===== src/rtl/flush_pkg.sv =====
package flush_pkg;
  localparam int unsigned DATA_W   = 32;
  localparam int unsigned SEL_W    = 5;
  localparam int unsigned BIT_IDLE = 31;
  localparam int unsigned BIT_DMA  = 30;
  localparam int unsigned SEL_LO   = 6;
  localparam int unsigned SEL_HI   = SEL_LO + SEL_W - 1;
  localparam int unsigned BIT_TXRQ = 5;
  localparam int unsigned BIT_RXRQ = 4;
  localparam logic [SEL_W-1:0] SEL_ALL = 5'b10000;
  localparam int unsigned HOST_FIFOS = 2;
  localparam logic [DATA_W-1:0] RST_VAL = 32'h8000_0000;

  typedef enum logic {SQ_ARM, SQ_PULSE} sq_state_t;
endpackage


===== src/rtl/flush_sel_decode.sv =====
module flush_sel_decode
  import flush_pkg::*;
#(
  parameter int unsigned NUM_TX = 16
) (
  input  logic [SEL_W-1:0]  sel,
  input  logic              host_mode,
  output logic [NUM_TX-1:0] mask
);
  logic all_hit;
  assign all_hit = (sel == SEL_ALL);

  for (genvar i = 0; i < NUM_TX; i++) begin : g_lane
    localparam bit HOST_OK = (i < HOST_FIFOS);
    logic idx_hit;
    assign idx_hit = (sel == SEL_W'(i));
    assign mask[i] = all_hit | (idx_hit & (~host_mode | HOST_OK));
  end

  always_comb begin
    if (!host_mode && sel < SEL_W'(NUM_TX))
      AST_SINGLE_LANE: assert ($countones(mask) == 1);
  end
endmodule


===== src/rtl/flush_seq.sv =====
module flush_seq
  import flush_pkg::*;
#(
  parameter int unsigned W = 16
) (
  input  logic         clk,
  input  logic         rst,
  input  logic         req,
  input  logic [W-1:0] mask,
  input  logic [W-1:0] busy,
  output logic [W-1:0] pulse,
  output logic         done
);
  sq_state_t state;
  logic      clear_ok;

  assign clear_ok = ((busy & mask) == '0);
  assign done     = (state == SQ_PULSE);

  always_ff @(posedge clk) begin
    if (rst) begin
      state <= SQ_ARM;
      pulse <= '0;
    end else begin
      case (state)
        SQ_ARM: begin
          if (req && clear_ok) begin
            state <= SQ_PULSE;
            pulse <= mask;
          end
        end
        default: begin
          state <= SQ_ARM;
          pulse <= '0;
        end
      endcase
    end
  end

  AST_PULSE_ONE_CYCLE: assert property (@(posedge clk) disable iff (rst)
    (pulse != '0) |=> (pulse == '0));

  AST_NO_FLUSH_WHILE_BUSY: assert property (@(posedge clk) disable iff (rst)
    (pulse != '0) |-> (($past(busy) & pulse) == '0));

  AST_PULSE_NEEDS_REQ: assert property (@(posedge clk) disable iff (rst)
    $rose(done) |-> $past(req));
endmodule


===== src/rtl/flush_csr.sv =====
module flush_csr
  import flush_pkg::*;
(
  input  logic              clk,
  input  logic              rst,
  input  logic              wr,
  input  logic [DATA_W-1:0] wdata,
  input  logic              master_idle,
  input  logic              dma_req,
  input  logic              tx_done,
  input  logic              rx_done,
  output logic [SEL_W-1:0]  sel,
  output logic              tx_req,
  output logic              rx_req,
  output logic [DATA_W-1:0] rdata
);
  logic unused_wbits;
  assign unused_wbits = ^{wdata[DATA_W-1:SEL_HI+1], wdata[BIT_RXRQ-1:0]};

  logic tx_set, rx_set;
  assign tx_set = wr & wdata[BIT_TXRQ];
  assign rx_set = wr & wdata[BIT_RXRQ];

  always_ff @(posedge clk) begin
    if (rst) begin
      sel    <= '0;
      tx_req <= 1'b0;
      rx_req <= 1'b0;
    end else begin
      if (wr && !tx_req)
        sel <= wdata[SEL_HI:SEL_LO];
      if (tx_set)
        tx_req <= 1'b1;
      else if (tx_done)
        tx_req <= 1'b0;
      if (rx_set)
        rx_req <= 1'b1;
      else if (rx_done)
        rx_req <= 1'b0;
    end
  end

  always_ff @(posedge clk) begin
    if (rst) begin
      rdata <= RST_VAL;
    end else begin
      rdata                <= '0;
      rdata[BIT_IDLE]      <= master_idle;
      rdata[BIT_DMA]       <= dma_req;
      rdata[SEL_HI:SEL_LO] <= sel;
      rdata[BIT_TXRQ]      <= tx_req;
      rdata[BIT_RXRQ]      <= rx_req;
    end
  end

  AST_SEL_LOCKED: assert property (@(posedge clk) disable iff (rst)
    tx_req |=> $stable(sel));

  AST_TX_CLEAR_BY_DONE: assert property (@(posedge clk) disable iff (rst)
    $fell(tx_req) |-> $past(tx_done));

  AST_RX_CLEAR_BY_DONE: assert property (@(posedge clk) disable iff (rst)
    $fell(rx_req) |-> $past(rx_done));

  AST_RSVD_ZERO: assert property (@(posedge clk) disable iff (rst)
    (rdata[BIT_DMA-1:SEL_HI+1] == '0) && (rdata[BIT_RXRQ-1:0] == '0));
endmodule


===== src/rtl/fifo_flush_ctrl.sv =====
module fifo_flush_ctrl
  import flush_pkg::*;
#(
  parameter int unsigned NUM_TX = 16
) (
  input  logic              clk,
  input  logic              rst,
  input  logic              host_mode,
  input  logic              reg_wr,
  input  logic [DATA_W-1:0] reg_wdata,
  output logic [DATA_W-1:0] reg_rdata,
  input  logic              master_idle,
  input  logic              dma_req,
  input  logic [NUM_TX-1:0] tx_busy,
  input  logic              rx_busy,
  output logic [NUM_TX-1:0] tx_flush,
  output logic              rx_flush
);
  logic [SEL_W-1:0]  sel;
  logic              tx_req, rx_req, tx_done, rx_done;
  logic [NUM_TX-1:0] tx_mask;

  flush_csr u_csr (
    .clk(clk), .rst(rst), .wr(reg_wr), .wdata(reg_wdata),
    .master_idle(master_idle), .dma_req(dma_req),
    .tx_done(tx_done), .rx_done(rx_done),
    .sel(sel), .tx_req(tx_req), .rx_req(rx_req), .rdata(reg_rdata)
  );

  flush_sel_decode #(.NUM_TX(NUM_TX)) u_dec (
    .sel(sel), .host_mode(host_mode), .mask(tx_mask)
  );

  flush_seq #(.W(NUM_TX)) u_txseq (
    .clk(clk), .rst(rst), .req(tx_req), .mask(tx_mask),
    .busy(tx_busy), .pulse(tx_flush), .done(tx_done)
  );

  flush_seq #(.W(1)) u_rxseq (
    .clk(clk), .rst(rst), .req(rx_req), .mask(1'b1),
    .busy(rx_busy), .pulse(rx_flush), .done(rx_done)
  );

  AST_ALL_CODE_WHOLE: assert property (@(posedge clk) disable iff (rst)
    (tx_flush != '0 && $past(sel) == SEL_ALL) |-> (&tx_flush));

  AST_BAD_CODE_QUIET: assert property (@(posedge clk) disable iff (rst)
    ($past(sel) > SEL_ALL) |-> (tx_flush == '0));

  AST_RESET_VALUE: assert property (@(posedge clk)
    $past(rst) |-> (reg_rdata == RST_VAL));
endmodule


===== config.mk =====
export PLATFORM = sky130hd
export DESIGN_NAME = fifo_flush_ctrl
export DESIGN_NICKNAME = d
export VERILOG_FILES = /design/src/rtl/flush_pkg.sv /design/src/rtl/flush_sel_decode.sv /design/src/rtl/flush_seq.sv /design/src/rtl/flush_csr.sv /design/src/rtl/fifo_flush_ctrl.sv
export SDC_FILE = /design/constraint.sdc
export NUM_CORES = 1
export LEC_CHECK = 0
export BUFFER_PORTS_ARGS = -buffer_cell sky130_fd_sc_hd__buf_2
export CAP_MARGIN = 5
export CELL_PAD_IN_SITES_DETAIL_PLACEMENT = 0
export CELL_PAD_IN_SITES_GLOBAL_PLACEMENT = 1
export CORE_MARGIN = 4
export CORE_UTILIZATION = 33
export CTS_CLUSTER_DIAMETER = 60
export CTS_CLUSTER_SIZE = 14
export DETAILED_ROUTE_END_ITERATION = 10
export PLACE_DENSITY_LB_ADDON = 0.1
export SYNTH_ARGS = -nofsm -noshare
export SYNTH_HDL_FRONTEND = slang
export SYNTH_SLANG_ARGS = --single-unit

===== constraint.sdc =====
create_clock -name clk -period 6.6 [get_ports clk]
set_input_delay 0.66 -clock clk [delete_from_list [all_inputs] [get_ports clk]]
set_output_delay 0.66 -clock clk [all_outputs]
set_load 0.02 [all_outputs]

==> run summary, run 1 <==
Status = complete, no violations
Critical path type = reg2reg
Post-route design area = 2170 um^2
Initial DRC count = 125
Post-CTS Setup Repair Bufs = 0
Antenna violations before repair = 0
Leak pwr = 0.935 nW
Die Ht = 83.0 um
Synthesis-stage register bit count = 35
Nets = 317
TritonRoute pass-1 iters = 4
Most common cell after layout, fill and taps aside = buf_2
Worst EP arrival = 3.49 ns
Crit Path Max Fanout = 21
Fin crit period = 3.30 ns
Clock sink count = 35
WL per Instance = 14.8 um
Pre-CTS setup slack = 3.41 ns
Cell depth of the worst hold path = 1
RSZ-0062 raised after global routing = false
CTS Hold Bufs = 0
Warnings from Yosys = 0
Clock Skew = 0.00279 ns
Mapped cell area = 1860 um^2
Dpl cell area = 2050 um^2
Vias in the first global route = 1603
TritonCTS buffer count = 5
Initial Utilization = 33.9%
Avg Inst Size Synth = 8.59 um^2
Final RePlAce weighted congestion = 0.894
Hold crit path type = reg2reg
Hold_ws = 0.451 ns
RR Startpoint = u_csr.sel[1]$_SDFFE_PP0P_
Total power draw = 0.506 mW
CP Capture Type = register
Final setup viols = 0
DRT antenna net count = 0
Area growth from synthesis to layout = 16.8%
IO Pins = 104
PD cells = 234 nW/um^2
Cells after Synth = 216
Critical Path Source Type = register
Root buffer cell = clkbuf_8
R2R Setup Slk = 3.30 ns
Routed vias = 1664
Count of final max-slew check failures = 0
Achievable Freq = 303 MHz
Worst Tran Pin Value = 1.25 ns
# DRC = 0
Distinct cells, synth = 42
I/O Buffers = 55
H-tree depth = 2
CTS tree = built
Worst setup margin = 3.30 ns
Clock latency at the later pin of the worst-skew pair = 0.28 ns
Max Root-Sink Buffers = 2
First-pass GRT wire length = 8000 um
Sum Neg Setup Slack = 0 ns
Core Footprint = 5470 um^2
Max VDD drop = 0.0000785 V
Hold Startpoint = u_rxseq.done$_SDFF_PP0_
Post-cts sizing count = 0
Die W = 83.0 um
R2r endpoint = u_txseq.pulse[15]$_SDFFE_PP0P_
Sequential area share after synthesis = 37.8%
WP data required = 6.78 ns
Commonest cells after routing, fill and taps aside = buf_2, dfxtp_1, conb_1, nor2_1, o211ai_1
Worst reg-to-reg path cell count = 6
DRT Wirelength = 4950 um
Clock transition at path regs = 0.07 ns
Grt ovf = 0
Rows = 27
Die area = 6890 um^2
Vias per cell = 4.97
Total GRT Usage = 14.2%
N_diodes = 0
Max-slew headroom = 16.0%
Layout cell share with drive strength beyond 1 = 27.0%
Final Hold Viols = 0
Max cap viols = 0
Hold EP = u_rxseq.done$_SDFF_PP0_
Pin count of the biggest net entering global routing = 22
Period utilization = 50.0%
Final HPWL from detailed placement = 3620 um
==> worst max-delay path by stage <==
stage / from / endpoint / cells past startpoint
detailed placement: u_csr.sel[1]$_SDFFE_PP0P_ / u_txseq.pulse[5]$_SDFFE_PP0P_ / 6
global placement: u_csr.sel[1]$_SDFFE_PP0P_ / u_txseq.pulse[6]$_SDFFE_PP0P_ / 6
finish: u_csr.sel[1]$_SDFFE_PP0P_ / u_txseq.pulse[15]$_SDFFE_PP0P_ / 6
CTS: u_csr.sel[1]$_SDFFE_PP0P_ / u_txseq.pulse[8]$_SDFFE_PP0P_ / 6
global route: u_csr.sel[1]$_SDFFE_PP0P_ / u_txseq.pulse[8]$_SDFFE_PP0P_ / 6
floorplan: tx_busy[13] / u_txseq.pulse[2]$_SDFFE_PP0P_ / 7
==> synth_stat cells <==
master,count,area [um^2]
inv_1,4,15.0
nand4b_1,1,8.76
nor3b_1,6,45.0
dfxtp_1,35,701
or4_1,2,15.0
a22oi_1,3,22.5
buf_4,24,180
mux2_4,1,15.0
nand4_1,3,18.8
nor3_1,4,20.0
xor2_1,1,8.76
a2bb2oi_1,1,8.76
nor2_1,18,67.6
buf_2,7,35.0
nor2b_1,8,50.1
o2111ai_1,3,26.3
mux2i_1,7,70.1
a31o_1,1,8.76
nor4_2,1,12.5
nor4bb_1,3,30.0
o21ai_0,9,45.0
o211ai_1,13,97.6
a2111oi_0,1,8.76
buf_6,1,11.3
clkbuf_1,5,18.8
o41ai_1,2,17.5
or2_2,2,12.5
nand2b_1,4,25.0
a31o_2,2,17.5
nand2_1,10,37.5
nand3_1,7,35.0
and3b_1,1,8.76
o22ai_1,2,12.5
mux2_2,1,11.3
conb_1,1,3.75
a21o_1,2,15.0
a21oi_1,12,60.1
nor4_1,3,18.8
a31oi_1,2,12.5
a32oi_2,1,16.3
buf_1,1,3.75
o21a_1,1,7.51
==> sequential cells by signal (all words and copies together), names as in the netlist <==
register / count
u_txseq.done: 1
u_csr.rx_req: 1
u_csr.rdata: 9
u_rxseq.done: 1
u_txseq.pulse: 16
u_rxseq.pulse: 1
u_csr.tx_req: 1
u_csr.sel: 5
==> where the power goes <==
group	internal [mW]	switching [mW]
registers	0.219	0.0117
logic	0.0279	0.0565
clock network	0.112	0.0790
total	0.359	0.147
==> logic make-up after synthesis <==
kind of cell,share of synthesized area (%)
DFF,37.8
muxes,5.19
other,0.202
buffers and inverters,14.2
AOI/OAI and AO/OA,20.3
xor gates and xnor gates,0.472
and+or+nand+nor,21.8
==> metrics by stage <==
step | instances | util [%]
floorplan | 238 | -
global placement | 327 | 37.5
detailed placement | 327 | 37.5
CTS | 335 | 39.6
global route | 335 | 39.6
finish | 335 | 39.6
==> cell type report <==
type,instances,area (um^2)
Clock inverter,3,43.8
Inverter,4,15.0
Timing Repair Buffer,55,275
Multi-Input combinational cell,161,973
Clock buffer,5,68.8
Tap cell,72,90.1
Sequential cell,35,701
Fill cell,589,3310
==> worst max-delay path, stage by stage, from the launching register on <==
cell,delay (ns)
dfxtp_1,0.56
nor4_1,1.14
a22oi_1,0.31
o22ai_1,0.27
or4_1,0.50
a2111oi_0,0.16
a31o_1,0.24
==> per-layer routing <==
layer  global-route usage [%]  wire [um]  share of wire (%)  vias up
li1                         -          -                  -      827
met1                     19.3       2320                 47      760
met2                     21.6       2200                 44       72
met3                     4.17        368                7.4        5
met4                     4.61         65                1.3        0
met5                        0          0                  0        -
Power figures use the tool's default switching activity.
==> run 2: changes to the inputs <==
--- a/config.mk
+++ b/config.mk
@@ -10,7 +10,7 @@
 export CELL_PAD_IN_SITES_DETAIL_PLACEMENT = 0
 export CELL_PAD_IN_SITES_GLOBAL_PLACEMENT = 1
 export CORE_MARGIN = 4
-export CORE_UTILIZATION = 33
+export CORE_UTILIZATION = 28
 export CTS_CLUSTER_DIAMETER = 60
 export CTS_CLUSTER_SIZE = 14
 export DETAILED_ROUTE_END_ITERATION = 10
==> constraint.sdc (replaced) <==
create_clock -name clk -period 2.79 [get_ports clk]
set_input_delay 0.279 -clock clk [delete_from_list [all_inputs] [get_ports clk]]
set_output_delay 0.279 -clock clk [all_outputs]
set_load 0.02 [all_outputs]
==> run 2 against run 1 <==
Effect of this change:
- global-route usage shrank 0.27 points
- die area grew 16%
- wire length grew 6.4%
- via count grew 4.6%
- final area grew 9.5%
- register-to-register slack lost 3.1 ns
- clock-buffer cell count grew 1
- largest cell class unchanged
- fmax grew 29%
- utilization shrank 2.4 points
- clock power grew 150%
- cell count grew 9.0%
- total power grew 150%
==> run summary, run 2 (synthesis results as in run 1) <==
Max VDD drop = 0.000210 V (+170%)
Vias per cell = 4.77 (-4.0%)
Final Hold Viols = 0 (unchanged)
Crit Path Max Fanout = 10 (-52%)
Biggest regs = u_txseq.pulse (16), u_csr.rdata (9), u_csr.sel (5)
# DRC = 0 (unchanged)
Dpl cell area = 2250 um^2 (+9.4%)
H-tree depth = 2 (unchanged)
Root buffer cell = clkbuf_8
Rows = 29 (+7.4%)
Period utilization = 91.9% (+42 points)
Worst Tran Pin Value = 0.772 ns (-0.476 ns)
CTS tree = built
Pre-CTS setup slack = 0.0176 ns (-3.39 ns)
PD cells = 529 nW/um^2 (+130%)
DRT Wirelength = 5270 um (+6.4%)
WL per Instance = 14.4 um (-2.4%)
Sum Neg Setup Slack = 0 ns (unchanged)
Total GRT Usage = 14.0% (-0.27 points)
Final RePlAce weighted congestion = 0.837 (-6.3%)
Final HPWL from detailed placement = 4180 um (+16%)
Critical path's slowest cell = or4_1
IO Pins = 104 (unchanged)
Crit-path cells = buf_4 -> nor3_1 -> a31oi_1 -> nand4_1 -> or4_1 -> a2111oi_0 -> a31o_1
Max reg flops = 16 (unchanged)
RSZ-0062 raised after global routing = false
Commonest cells after routing, fill and taps aside = buf_2, dfxtp_1, buf_4, conb_1, nor2_1
Status = complete, no violations
Achievable Freq = 390 MHz (+29%)
N_diodes = 0 (unchanged)
DRT antenna net count = 0 (unchanged)
Most common cell after layout, fill and taps aside = buf_2
Antenna violations before repair = 0 (unchanged)
Count of final max-slew check failures = 0 (unchanged)
WP data required = 3.02 ns (-3.76 ns)
Final setup viols = 0 (unchanged)
Pin count of the biggest net entering global routing = 20 (-9.1%)
Initial Utilization = 29.1% (-4.8 points)
Die area = 7990 um^2 (+16%)
TritonRoute pass-1 iters = 4 (unchanged)
Initial DRC count = 68 (-46%)
Leak pwr = 1.06 nW (+14%)
First-pass GRT wire length = 8480 um (+6.0%)
I/O Buffers = 55 (unchanged)
Vias in the first global route = 1723 (+7.5%)
Critical path type = reg2reg
Hold crit path type = in2reg
Hold_ws = 0.156 ns (-0.295 ns)
Critical Path Max Stage Delay = 0.58 ns (-0.56 ns)
Core Footprint = 6390 um^2 (+17%)
TritonCTS buffer count = 5 (unchanged)
Clock latency at the later pin of the worst-skew pair = 0.29 ns (about the same)
Grt ovf = 0 (unchanged)
Max-slew headroom = 48.1% (+32 points)
Worst setup margin = 0.227 ns (-3.07 ns)
Final Non-Filler Cells = 365 (+9.0%)
Die W = 89.4 um (+7.7%)
Max cap viols = 0 (unchanged)
Worst EP arrival = 2.80 ns (-0.69 ns)
Cell count after placement = 357 (+9.2%)
CTS Hold Bufs = 0 (unchanged)
Clock sink count = 35 (unchanged)
Clock transition at path regs = 0.07 ns (about the same)
Die Ht = 89.4 um (+7.7%)
Most flops, register = u_txseq.pulse
Max Root-Sink Buffers = 2 (unchanged)
Critical Path Source Type = register
Area growth from synthesis to layout = 27.9%
Fin crit period = 2.56 ns (-0.737 ns)
Post-route design area = 2370 um^2 (+9.5%)
Layout cell share with drive strength beyond 1 = 34.0% (+7.0 points)
Nets = 342 (+7.9%)
Routed vias = 1741 (+4.6%)
Clock Skew = 0.00450 ns (+0.00171 ns)
CP Capture Type = register
==> run 2: final timing paths <==
path	from	end	slack, ns	depth (start not counted)
min reg2reg	u_rxseq.done$_SDFF_PP0_	u_rxseq.done$_SDFF_PP0_	0.44	1
max reg2reg	u_csr.sel[1]$_SDFFE_PP0P_	u_txseq.pulse[15]$_SDFFE_PP0P_	0.23	7
max	u_csr.sel[1]$_SDFFE_PP0P_	u_txseq.pulse[15]$_SDFFE_PP0P_	0.23	7
min	rx_busy	u_rxseq.done$_SDFF_PP0_	0.16	2
==> run 2: stage by stage <==
step                      total power, mW  utilization, %
after floorplan                     0.721               -
after global placement              0.794            35.2
after detailed placement            0.792            35.2
after CTS                            1.27            37.1
after global routing                 1.32            37.2
final                                1.26            37.2
==> run 2: worst max-delay path: cells and delay by family (launching register included) <==
family,cells,cell delay (ns)
AOI/OAI and AO/OA,3,0.83
buffers and inverters,1,0.25
and+or+nand+nor,3,0.87
DFF,1,0.55
==> run 2: repair_timing <==
action                                  CTS  global route
endpoints found under the setup margin    9             7
buffers inserted                          0             0
resized for setup                         1             1
==> run 2: power by group <==
| group | total [mW] | leakage [nW] | internal (mW) | switching [mW] |
|---|---|---|---|---|
| combinational | 0.246 | 0.717 | 0.0954 | 0.150 |
| clock | 0.476 | 0.0612 | 0.289 | 0.187 |
| sequential | 0.534 | 0.285 | 0.517 | 0.0168 |
| total | 1.26 | 1.06 | 0.902 | 0.355 |
==> run 2: final cells by class <==
cell class,instances,area (um^2)
tap,77,96.3
timing repair buffer,80,463
clock inverter,2,35.0
clock buffer,6,82.6
sequential,35,702
multi-input combinational,161,980
inverter,4,15.0
fill,694,4010
==> run 2: per-layer routing <==
metal | share of wire (%) | vias up | global-route usage, %
li1 | - | 878 | -
met1 | 46 | 803 | 18.4
met2 | 47 | 55 | 22.5
met3 | 5.9 | 5 | 3.04
met4 | 0.87 | 0 | 4.87
met5 | 0 | - | 0
